$ cat config.mk
export PLATFORM = sky130hd
export DESIGN_NAME = pcv_top
export DESIGN_NICKNAME = d
export VERILOG_FILES = /design/src/rtl/pcv_pkg.sv /design/src/rtl/pcv_control.sv /design/src/rtl/pcv_latch_bank.sv /design/src/rtl/pcv_datapath.sv /design/src/rtl/pcv_top.sv
export SDC_FILE = /design/constraint.sdc
export NUM_CORES = 1
export LEC_CHECK = 0
export ABC_AREA = 1
export BUFFER_PORTS_ARGS = -buffer_cell sky130_fd_sc_hd__clkbuf_2
export CORE_MARGIN = 2
export CORE_UTILIZATION = 45
export DETAILED_ROUTE_END_ITERATION = 8
export GPL_TIMING_DRIVEN = 0
export PLACE_DENSITY = 0.72
export SLEW_MARGIN = 20
export SYNTH_ARGS = -nofsm -noshare
export SYNTH_HDL_FRONTEND = slang
export SYNTH_SLANG_ARGS = --single-unit
$ cat constraint.sdc
create_clock -name clk -period 4.5 [get_ports clk]
set_clock_uncertainty 0.1 [all_clocks]
set_input_delay 0.9 -clock clk [delete_from_list [all_inputs] [get_ports clk]]
set_output_delay 0.9 -clock clk [all_outputs]
set_load 0.02 [all_outputs]
$ cat src/rtl/pcv_pkg.sv
package pcv_pkg;

  localparam int BYTE_W = 8;

  // One-cycle strobes from control to datapath and latch bank
  typedef struct packed {
    logic selVecHi;   // jump to high-priority vector
    logic selVecLo;   // jump to low-priority vector
    logic selCompose; // load {upper, high, low-byte write}
    logic selBranch;  // load branch target
    logic selStep;    // sequential advance
    logic wrHigh;     // write high latch
    logic wrUpper;    // write upper latch
    logic snapHigh;   // copy pc[15:8] into high latch
    logic snapUpper;  // copy pc[top:16] into upper latch
  } pcCtrl_t;

endpackage

$ cat src/rtl/pcv_control.sv
module pcv_control
  import pcv_pkg::*;
(
  input  logic    clk,
  input  logic    rst_n,
  input  logic    advance,
  input  logic    branchLoad,
  input  logic    irqHigh,
  input  logic    irqLow,
  input  logic    regWrLow,
  input  logic    regWrHigh,
  input  logic    regWrUpper,
  input  logic    regRdLow,
  output pcCtrl_t ctrl
);

  logic anyIrq;
  logic takeCompose;
  logic takeBranch;

  always_comb begin
    anyIrq      = irqHigh | irqLow;
    takeCompose = regWrLow & ~anyIrq;
    takeBranch  = branchLoad & ~anyIrq & ~regWrLow;

    ctrl            = '0;
    ctrl.selVecHi   = irqHigh;
    ctrl.selVecLo   = irqLow & ~irqHigh;
    ctrl.selCompose = takeCompose;
    ctrl.selBranch  = takeBranch;
    ctrl.selStep    = advance & ~anyIrq & ~regWrLow & ~branchLoad;
    ctrl.wrHigh     = regWrHigh;
    ctrl.wrUpper    = regWrUpper;
    ctrl.snapHigh   = regRdLow & ~regWrHigh;
    ctrl.snapUpper  = regRdLow & ~regWrUpper;
  end

  // at most one counter source chosen per cycle
  a_r6_one_source: assert property (@(posedge clk) disable iff (!rst_n)
    $onehot0({ctrl.selVecHi, ctrl.selVecLo, ctrl.selCompose,
              ctrl.selBranch, ctrl.selStep}));

  // high-priority request always selects its vector
  a_r4_hi_wins: assert property (@(posedge clk) disable iff (!rst_n)
    irqHigh |-> (ctrl.selVecHi && !ctrl.selVecLo && !ctrl.selCompose));

  // an explicit latch write suppresses the snapshot of that latch
  a_r10_write_over_snap: assert property (@(posedge clk) disable iff (!rst_n)
    regWrHigh |-> !ctrl.snapHigh);

endmodule

$ cat src/rtl/pcv_latch_bank.sv
module pcv_latch_bank
  import pcv_pkg::*;
#(
  parameter int PC_W = 21
) (
  input  logic                  clk,
  input  logic                  rst_n,
  input  pcCtrl_t               ctrl,
  input  logic [BYTE_W-1:0]     wrData,
  input  logic [PC_W-1:0]       pcValue,
  output logic [BYTE_W-1:0]     latchHigh,
  output logic [PC_W-2*BYTE_W-1:0] latchUpper
);

  localparam int UPPER_W = PC_W - 2*BYTE_W;

  always_ff @(posedge clk or negedge rst_n) begin
    if (!rst_n) begin
      latchHigh <= '0;
    end else if (ctrl.wrHigh) begin
      latchHigh <= wrData;
    end else if (ctrl.snapHigh) begin
      latchHigh <= pcValue[2*BYTE_W-1:BYTE_W];
    end
  end

  always_ff @(posedge clk or negedge rst_n) begin
    if (!rst_n) begin
      latchUpper <= '0;
    end else if (ctrl.wrUpper) begin
      latchUpper <= wrData[UPPER_W-1:0];
    end else if (ctrl.snapUpper) begin
      latchUpper <= pcValue[PC_W-1:2*BYTE_W];
    end
  end

  // latches only move on a write or a snapshot
  a_r8_high_stable: assert property (@(posedge clk) disable iff (!rst_n)
    (!ctrl.wrHigh && !ctrl.snapHigh) |=> $stable(latchHigh));

  a_r8_upper_stable: assert property (@(posedge clk) disable iff (!rst_n)
    (!ctrl.wrUpper && !ctrl.snapUpper) |=> $stable(latchUpper));

  // snapshot captures the counter bits seen in that cycle
  a_r10_snap_high: assert property (@(posedge clk) disable iff (!rst_n)
    ctrl.snapHigh |=> latchHigh == $past(pcValue[2*BYTE_W-1:BYTE_W]));

endmodule

$ cat src/rtl/pcv_datapath.sv
module pcv_datapath
  import pcv_pkg::*;
#(
  parameter int              PC_W        = 21,
  parameter int              INSTR_BYTES = 2,
  parameter logic [PC_W-1:0] RESET_VEC   = '0,
  parameter logic [PC_W-1:0] HI_VEC      = PC_W'(8),
  parameter logic [PC_W-1:0] LO_VEC      = PC_W'(24)
) (
  input  logic            clk,
  input  logic            rst_n,
  input  pcCtrl_t         ctrl,
  input  logic [PC_W-1:0] branchTarget,
  input  logic [PC_W-1:0] composedTarget,
  output logic [PC_W-1:0] pcValue
);

  localparam logic [PC_W-1:0] STEP       = PC_W'(INSTR_BYTES);
  localparam logic [PC_W-1:0] ALIGN_MASK = ~(PC_W'(INSTR_BYTES - 1));

  logic [PC_W-1:0] pcNext;

  always_comb begin
    pcNext = pcValue;
    if (ctrl.selVecHi)        pcNext = HI_VEC;
    else if (ctrl.selVecLo)   pcNext = LO_VEC;
    else if (ctrl.selCompose) pcNext = composedTarget & ALIGN_MASK;
    else if (ctrl.selBranch)  pcNext = branchTarget & ALIGN_MASK;
    else if (ctrl.selStep)    pcNext = pcValue + STEP;
  end

  always_ff @(posedge clk or negedge rst_n) begin
    if (!rst_n) pcValue <= RESET_VEC;
    else        pcValue <= pcNext;
  end

  // word alignment
  a_r11_aligned: assert property (@(posedge clk) disable iff (!rst_n)
    pcValue[0] == 1'b0);

  // first cycle after reset release shows the reset vector
  a_r1_reset_vec: assert property (@(posedge clk) disable iff (!rst_n)
    $rose(rst_n) |-> pcValue == RESET_VEC);

  // vectors land one edge after their strobe
  a_r4_hi_vector: assert property (@(posedge clk) disable iff (!rst_n)
    ctrl.selVecHi |=> pcValue == HI_VEC);

  a_r5_lo_vector: assert property (@(posedge clk) disable iff (!rst_n)
    ctrl.selVecLo |=> pcValue == LO_VEC);

  // step adds one instruction, idle holds
  a_r2_step: assert property (@(posedge clk) disable iff (!rst_n)
    ctrl.selStep |=> pcValue == $past(pcValue) + STEP);

  a_r2_hold: assert property (@(posedge clk) disable iff (!rst_n)
    !(ctrl.selVecHi || ctrl.selVecLo || ctrl.selCompose ||
      ctrl.selBranch || ctrl.selStep) |=> $stable(pcValue));

endmodule

$ cat src/rtl/pcv_top.sv
module pcv_top
  import pcv_pkg::*;
#(
  parameter int PC_W = 21
) (
  input  logic                        clk,
  input  logic                        rst_n,
  input  logic                        advance,
  input  logic                        branchLoad,
  input  logic [PC_W-1:0]             branchTarget,
  input  logic                        irqHigh,
  input  logic                        irqLow,
  input  logic                        regWrLow,
  input  logic                        regWrHigh,
  input  logic                        regWrUpper,
  input  logic [BYTE_W-1:0]           regWrData,
  input  logic                        regRdLow,
  output logic [BYTE_W-1:0]           regRdData,
  output logic [BYTE_W-1:0]           latchHighOut,
  output logic [PC_W-2*BYTE_W-1:0]    latchUpperOut,
  output logic [PC_W-1:0]             pcValue
);

  pcCtrl_t         ctrl;
  logic [PC_W-1:0] composedTarget;

  pcv_control control_i (
    .clk        (clk),
    .rst_n      (rst_n),
    .advance    (advance),
    .branchLoad (branchLoad),
    .irqHigh    (irqHigh),
    .irqLow     (irqLow),
    .regWrLow   (regWrLow),
    .regWrHigh  (regWrHigh),
    .regWrUpper (regWrUpper),
    .regRdLow   (regRdLow),
    .ctrl       (ctrl)
  );

  pcv_latch_bank #(.PC_W(PC_W)) latches_i (
    .clk        (clk),
    .rst_n      (rst_n),
    .ctrl       (ctrl),
    .wrData     (regWrData),
    .pcValue    (pcValue),
    .latchHigh  (latchHighOut),
    .latchUpper (latchUpperOut)
  );

  assign composedTarget = {latchUpperOut, latchHighOut, regWrData};
  assign regRdData      = pcValue[BYTE_W-1:0];

  pcv_datapath #(.PC_W(PC_W)) datapath_i (
    .clk            (clk),
    .rst_n          (rst_n),
    .ctrl           (ctrl),
    .branchTarget   (branchTarget),
    .composedTarget (composedTarget),
    .pcValue        (pcValue)
  );

endmodule

# ---- After elaboration in Yosys (flattened, before gate mapping)
# Cells that the tools add are included.
# Widths: inputs -> output; s select.
dict set report word_totals {
  regBits 34
  out_inout_bits 42
}
dict set report classes {
  bitwise_logic 16
  mux 9
  n_reduce_logical 3
  addsub 1
}
# operator count
set ops {}
lappend ops {{$mux 21} 5}
lappend ops {{$add 21x2->21 const B} 1}
lappend ops {{$mux 8} 2}
lappend ops {{$mux 5} 2}
lappend ops {{$and 1x1->1} 9}
lappend ops {{$not 1->1} 6}
lappend ops {{$reduce_bool 5->1} 1}
lappend ops {{$reduce_bool 2->1} 2}
lappend ops {{$or 1x1->1} 1}

# ---- Longest topological paths before layout
dict set report depth {
  word_depth 10
  mapped_depth 11
  ltp_nobuf 11
}

# ---- Modules after synthesis
# Synthesis repeated with hierarchy kept, for this count alone.
dict set report unflattened {
  hier_cells 394
  hier_area_um2 2494.9
}
# module cells_each area_each_um2 seq_area_each_um2 n_inst
set modules_own_cells {}
lappend modules_own_cells {pcv_datapath 286 1719.1 500.5 1}
lappend modules_own_cells {pcv_latch_bank 82 628.1 325.3 1}
lappend modules_own_cells {pcv_control 18 87.6 0.0 1}
lappend modules_own_cells {pcv_top 8 60.1 0.0 1}

# ---- Worst setup path before layout
# No wires, ideal clock.
dict set report synth_path {
  path_type {input port to flip-flop}
  from {input irqLow}
  to {register datapath_i.pcValue[15]}
  t_arrival_ps 1692
  cell_stages 9
  n_path_buf 2
  setup_ps 117
  path_slack_ps 2591
  path_cell_list {nor2_4 and3_4 buf_6 nor2_8 inv_6 buf_12 nor2_2 nand2_1 nand2_1}
}
dict set report synth_between {
  elab_chain_len 8
  elab_cells_between_ends 14
}
# item line
set synth_rtl {}
lappend synth_rtl {{start, declared} pcv_top.sv:12} ;# input logic irqLow,
lappend synth_rtl {{$or 1x1->1} pcv_control.sv:22} ;# anyIrq = irqHigh | irqLow;
lappend synth_rtl {{$not 1->1} {pcv_control.sv:23, pcv_control.sv:24, pcv_control.sv:31}}
lappend synth_rtl {{$and 1x1->1 (2 in series)} pcv_control.sv:24} ;# takeBranch = branchLoad & ~anyIrq & ~regWrLow;
lappend synth_rtl {{$mux 21} pcv_datapath.sv:28} ;# else if (ctrl.selBranch) pcNext = branchTarget & ALIGN_MASK;
lappend synth_rtl {{$mux 21} pcv_datapath.sv:27} ;# else if (ctrl.selCompose) pcNext = composedTarget & ALIGN_MASK;
lappend synth_rtl {{$mux 21} pcv_datapath.sv:26} ;# else if (ctrl.selVecLo) pcNext = LO_VEC;
lappend synth_rtl {{$mux 21} pcv_datapath.sv:25} ;# if (ctrl.selVecHi) pcNext = HI_VEC;
lappend synth_rtl {{end signal, assigned} pcv_datapath.sv:34} ;# else pcValue <= pcNext;
lappend synth_rtl {{end, declared} pcv_datapath.sv:15} ;# output logic [PC_W-1:0] pcValue
# Parallel ways exist; a longest one is shown, timed or not.
# A chain may end at the register's enable or synchronous reset.

# ---- Worst setup path in the final report
dict set report layout_path {
  from {register datapath_i.pcValue[4]}
  to {output regRdData[4]}
}
# item line
set layout_lines {}
lappend layout_lines {{end, declared} pcv_top.sv:18} ;# output logic [BYTE_W-1:0] regRdData,
# No word-level cell between the ends.

==> impl_metrics.env <==
export IMPL_die_area_um2=6094
export IMPL_n_antenna_cell=0
export IMPL_synth_main_ff_cell="sky130_fd_sc_hd__dfrtp_1"
export IMPL_grt_pass1_wl_mm=12.38
export IMPL_dp_hpwl_mm=5.832
export IMPL_max_clock_freq_mhz=479.9
export IMPL_p_seq_share_pct=45.7
export IMPL_die_height_um=78.07
export IMPL_grt_start_max_net_pins=34
export IMPL_synth_enable_flop_cells=0
export IMPL_synthDistinctLibCells=34
export IMPL_critical_path_endpoint_category="output pin"
export IMPL_drt_first_iter_violations=291
export IMPL_cts_hold_fix_buffers=0
export IMPL_detailroute_via_count=2711
export IMPL_crit_path_cell_trace="buf_4 -> clkbuf_2"
export IMPL_grtUsageTotal_pct=26.08
export IMPL_timing_critical_path_slowest_stage_cell="sky130_fd_sc_hd__dfrtp_1"
export IMPL_number_of_clock_buffers_inserted_by_tritoncts=5
export IMPL_synth_cells=362
export IMPL_p_leak_nw=1.608
export IMPL_hold_class="reg2reg"
export IMPL_cts_root_buf="sky130_fd_sc_hd__clkbuf_8"
export IMPL_cts_max_path_buffers=2
export IMPL_rows=26
export IMPL_period_share_pct=46.30
export IMPL_cts_htree_levels=2
export IMPL_routed_wirelength_mm=7.592
export IMPL_sw_frac_of_total_pct=34.00
export IMPL_drv_cap=0
export IMPL_power_report_internal_total_mw=0.4819
export IMPL_worst_pin_slew_ns=0.8760
export IMPL_max_slew_margin_rel_pct=41.60
export IMPL_die_width_um=78.07
export IMPL_yosys_register_bits=33
export IMPL_critPathArrivalTime_ns=1.08
export IMPL_cts_sinks=33
export IMPL_critical_path_peak_fanout=6
export IMPL_power_total_mw=0.7302
export IMPL_power_frac_comb_pct=22.8
export IMPL_power_ir_vdd_worst_uv=175.5
export IMPL_globalplace_congestion=0.9098
export IMPL_period_minus_slack_ns=2.084
export IMPL_postSynthAreaPerCell_um2=6.819
export IMPL_rsz_0062_raised_after_global_routing="false"
export IMPL_drc=0
export IMPL_timing_critical_path_required_ns=3.50
export IMPL_grt_pass1_vias=2472
export IMPL_syn_to_final_growth_pct=22.81
export IMPL_place_port_buffers=77
export IMPL_worstSetupStartpointType="register"
export IMPL_clock_latency_ns=0.29
export IMPL_globalRoute_totalOverflow=0
export IMPL_pwr_share_clk_pct=31.5
export IMPL_cts_setup_buffers=0
export IMPL_synth_async_reset_ratio_pct=100.0
export IMPL_synth_yosys_seq_area_share_pct=33.45
export IMPL_cts_repair_resize_count=0
export IMPL_fin_setup_tns_ns=0
export IMPL_detail_route_wl_per_cell_um=14.66
export IMPL_initial_utilization_pct=47.43
export IMPL_netlist_area_um2=2469
export IMPL_floorplan_core_area_um2=5205
export IMPL_outcome="complete, no violations"
export IMPL_grt_antenna_before_repair=0
export IMPL_pin_count=81
export IMPL_power_per_cell_area_nw_per_um2=240.9
export IMPL_hold_violations=0
export IMPL_clk_pin_slew_ns=0.07
export IMPL_timing_final_max_slew_violations=0
export IMPL_critPathKind="reg2out"
export IMPL_final_net_count=487
export IMPL_drt_antenna_violating_nets=0
export IMPL_drive_above_1_share_pct=31.25
export IMPL_tritoncts_clock_tree="done"
export IMPL_r2r_setup_slack_ns=2.75
export IMPL_final_cell_mix="110 x sky130_fd_sc_hd__nand2_1, 77 x sky130_fd_sc_hd__clkbuf_2, 35 x sky130_fd_sc_hd__inv_1, 33 x sky130_fd_sc_hd__dfrtp_1, 32 x sky130_fd_sc_hd__nor2_1"
export IMPL_timing_final_setup_violations=0
export IMPL_first_pass_iters=5
export IMPL_layout_cells_most_common="sky130_fd_sc_hd__nand2_1"
export IMPL_total_switching_power_mw=0.2483
export IMPL_cp_slowest_stage_delay_ns=0.49
export IMPL_route_detailed_vias_per_inst=5.234
export IMPL_synth_yosys_warnings=0
[metal layers]
layer  vias up  part of all wire [%]  GRT usage, %
met5         -                     0             0
met4         0                   2.4         9.123
met3        15                   7.3         3.678
met2       133                    44         39.05
met1      1243                    46         38.56
li1       1320                     -             -
[metrics by stage]
step | setup slack (ns) | util, % | instances | instance area (um^2) | hold slack (ns)
floorplan | 2.591 | - | 363 | 2472 | 0.5044
finish | 2.416 | 58.25 | 518 | 3032 | 0.4461
global route | 2.371 | 58.25 | 518 | 3032 | 0.4729
detailed placement | 2.289 | 56.59 | 510 | 2945 | 0.4298
CTS | 2.412 | 58.25 | 518 | 3032 | 0.4467
global placement | 2.295 | 56.59 | 510 | 2945 | 0.4178
[flip-flops by register name (all words and copies together) (netlist names)]
| register | cells |
|---|---|
| latches_i.latchUpper | 5 |
| datapath_i.pcValue | 20 |
| latches_i.latchHigh | 8 |
[power groups by stage]
stage               sequential (mW)  clock [mW]  combinational [mW]
floorplan                     0.356           0              0.0801
global placement              0.338           0               0.163
detailed placement            0.339           0               0.165
CTS                           0.333       0.233               0.166
global route                  0.336       0.245               0.182
finish                        0.334       0.230               0.166
[final timing paths]
kind / startpoint / cells past startpoint / end
worst max-delay path: datapath_i.pcValue[4] / 2 / regRdData[4]
worst min-delay path: datapath_i.pcValue[20] / 2 / datapath_i.pcValue[20]
worst max register to register: datapath_i.pcValue[2] / 10 / datapath_i.pcValue[17]
worst min register to register: datapath_i.pcValue[20] / 2 / datapath_i.pcValue[20]
max in group asynchronous: rst_n / 1 / datapath_i.pcValue[18]
min in group asynchronous: rst_n / 1 / datapath_i.pcValue[9]
[cell families after synthesis]
| family | count (synthesis) | share of synthesized area, % |
|---|---|---|
| simple gates | 205 | 38.32 |
| xor+xnor | 4 | 1.419 |
| buf+inv | 65 | 13.33 |
| flops | 33 | 33.45 |
| other cells | 1 | 0.1519 |
| compound gates | 53 | 12.82 |
| fa+ha+maj | 1 | 0.5068 |
[critical path: cells and delay by family, from the launching register on]
kind	cells	cell delay, ns
DFF	1	0.49
buffers and inverters	2	0.30
[cells in the mapped netlist, types with 2 or more instances]
| cell type | n | area, um^2 |
|---|---|---|
| sky130_fd_sc_hd__nor2_2 | 14 | 87.58 |
| sky130_fd_sc_hd__nor2_1 | 32 | 120.1 |
| sky130_fd_sc_hd__nand2_2 | 5 | 31.28 |
| sky130_fd_sc_hd__nor2_4 | 5 | 56.30 |
| sky130_fd_sc_hd__nand2_1 | 110 | 412.9 |
| sky130_fd_sc_hd__o211ai_1 | 3 | 22.52 |
| sky130_fd_sc_hd__o22ai_1 | 15 | 93.84 |
| sky130_fd_sc_hd__buf_2 | 3 | 15.01 |
| sky130_fd_sc_hd__a31oi_1 | 12 | 75.07 |
| sky130_fd_sc_hd__o21ai_1 | 12 | 60.06 |
| sky130_fd_sc_hd__inv_1 | 35 | 131.4 |
| sky130_fd_sc_hd__xor2_1 | 4 | 35.03 |
| sky130_fd_sc_hd__buf_6 | 3 | 33.78 |
| sky130_fd_sc_hd__a21oi_2 | 2 | 17.52 |
| sky130_fd_sc_hd__buf_4 | 10 | 75.07 |
| sky130_fd_sc_hd__clkbuf_1 | 4 | 15.01 |
| sky130_fd_sc_hd__dfrtp_1 | 33 | 825.8 |
| sky130_fd_sc_hd__o21ai_0 | 7 | 35.03 |
| sky130_fd_sc_hd__nand3_1 | 31 | 155.2 |
| sky130_fd_sc_hd__nor3_1 | 2 | 10.01 |
| sky130_fd_sc_hd__inv_2 | 7 | 26.28 |
[cell type report]
class / instances / area [um^2]
tap: 70 / 87.58
inverter: 43 / 166.4
clock inverter: 3 / 17.52
buffer: 22 / 162.7
multi-input combinational: 265 / 1318
fill: 542 / 2173
sequential: 33 / 825.8
timing repair buffer: 77 / 385.4
clock buffer: 5 / 68.82
No activity file was read; power rests on OpenSTA's default activity.
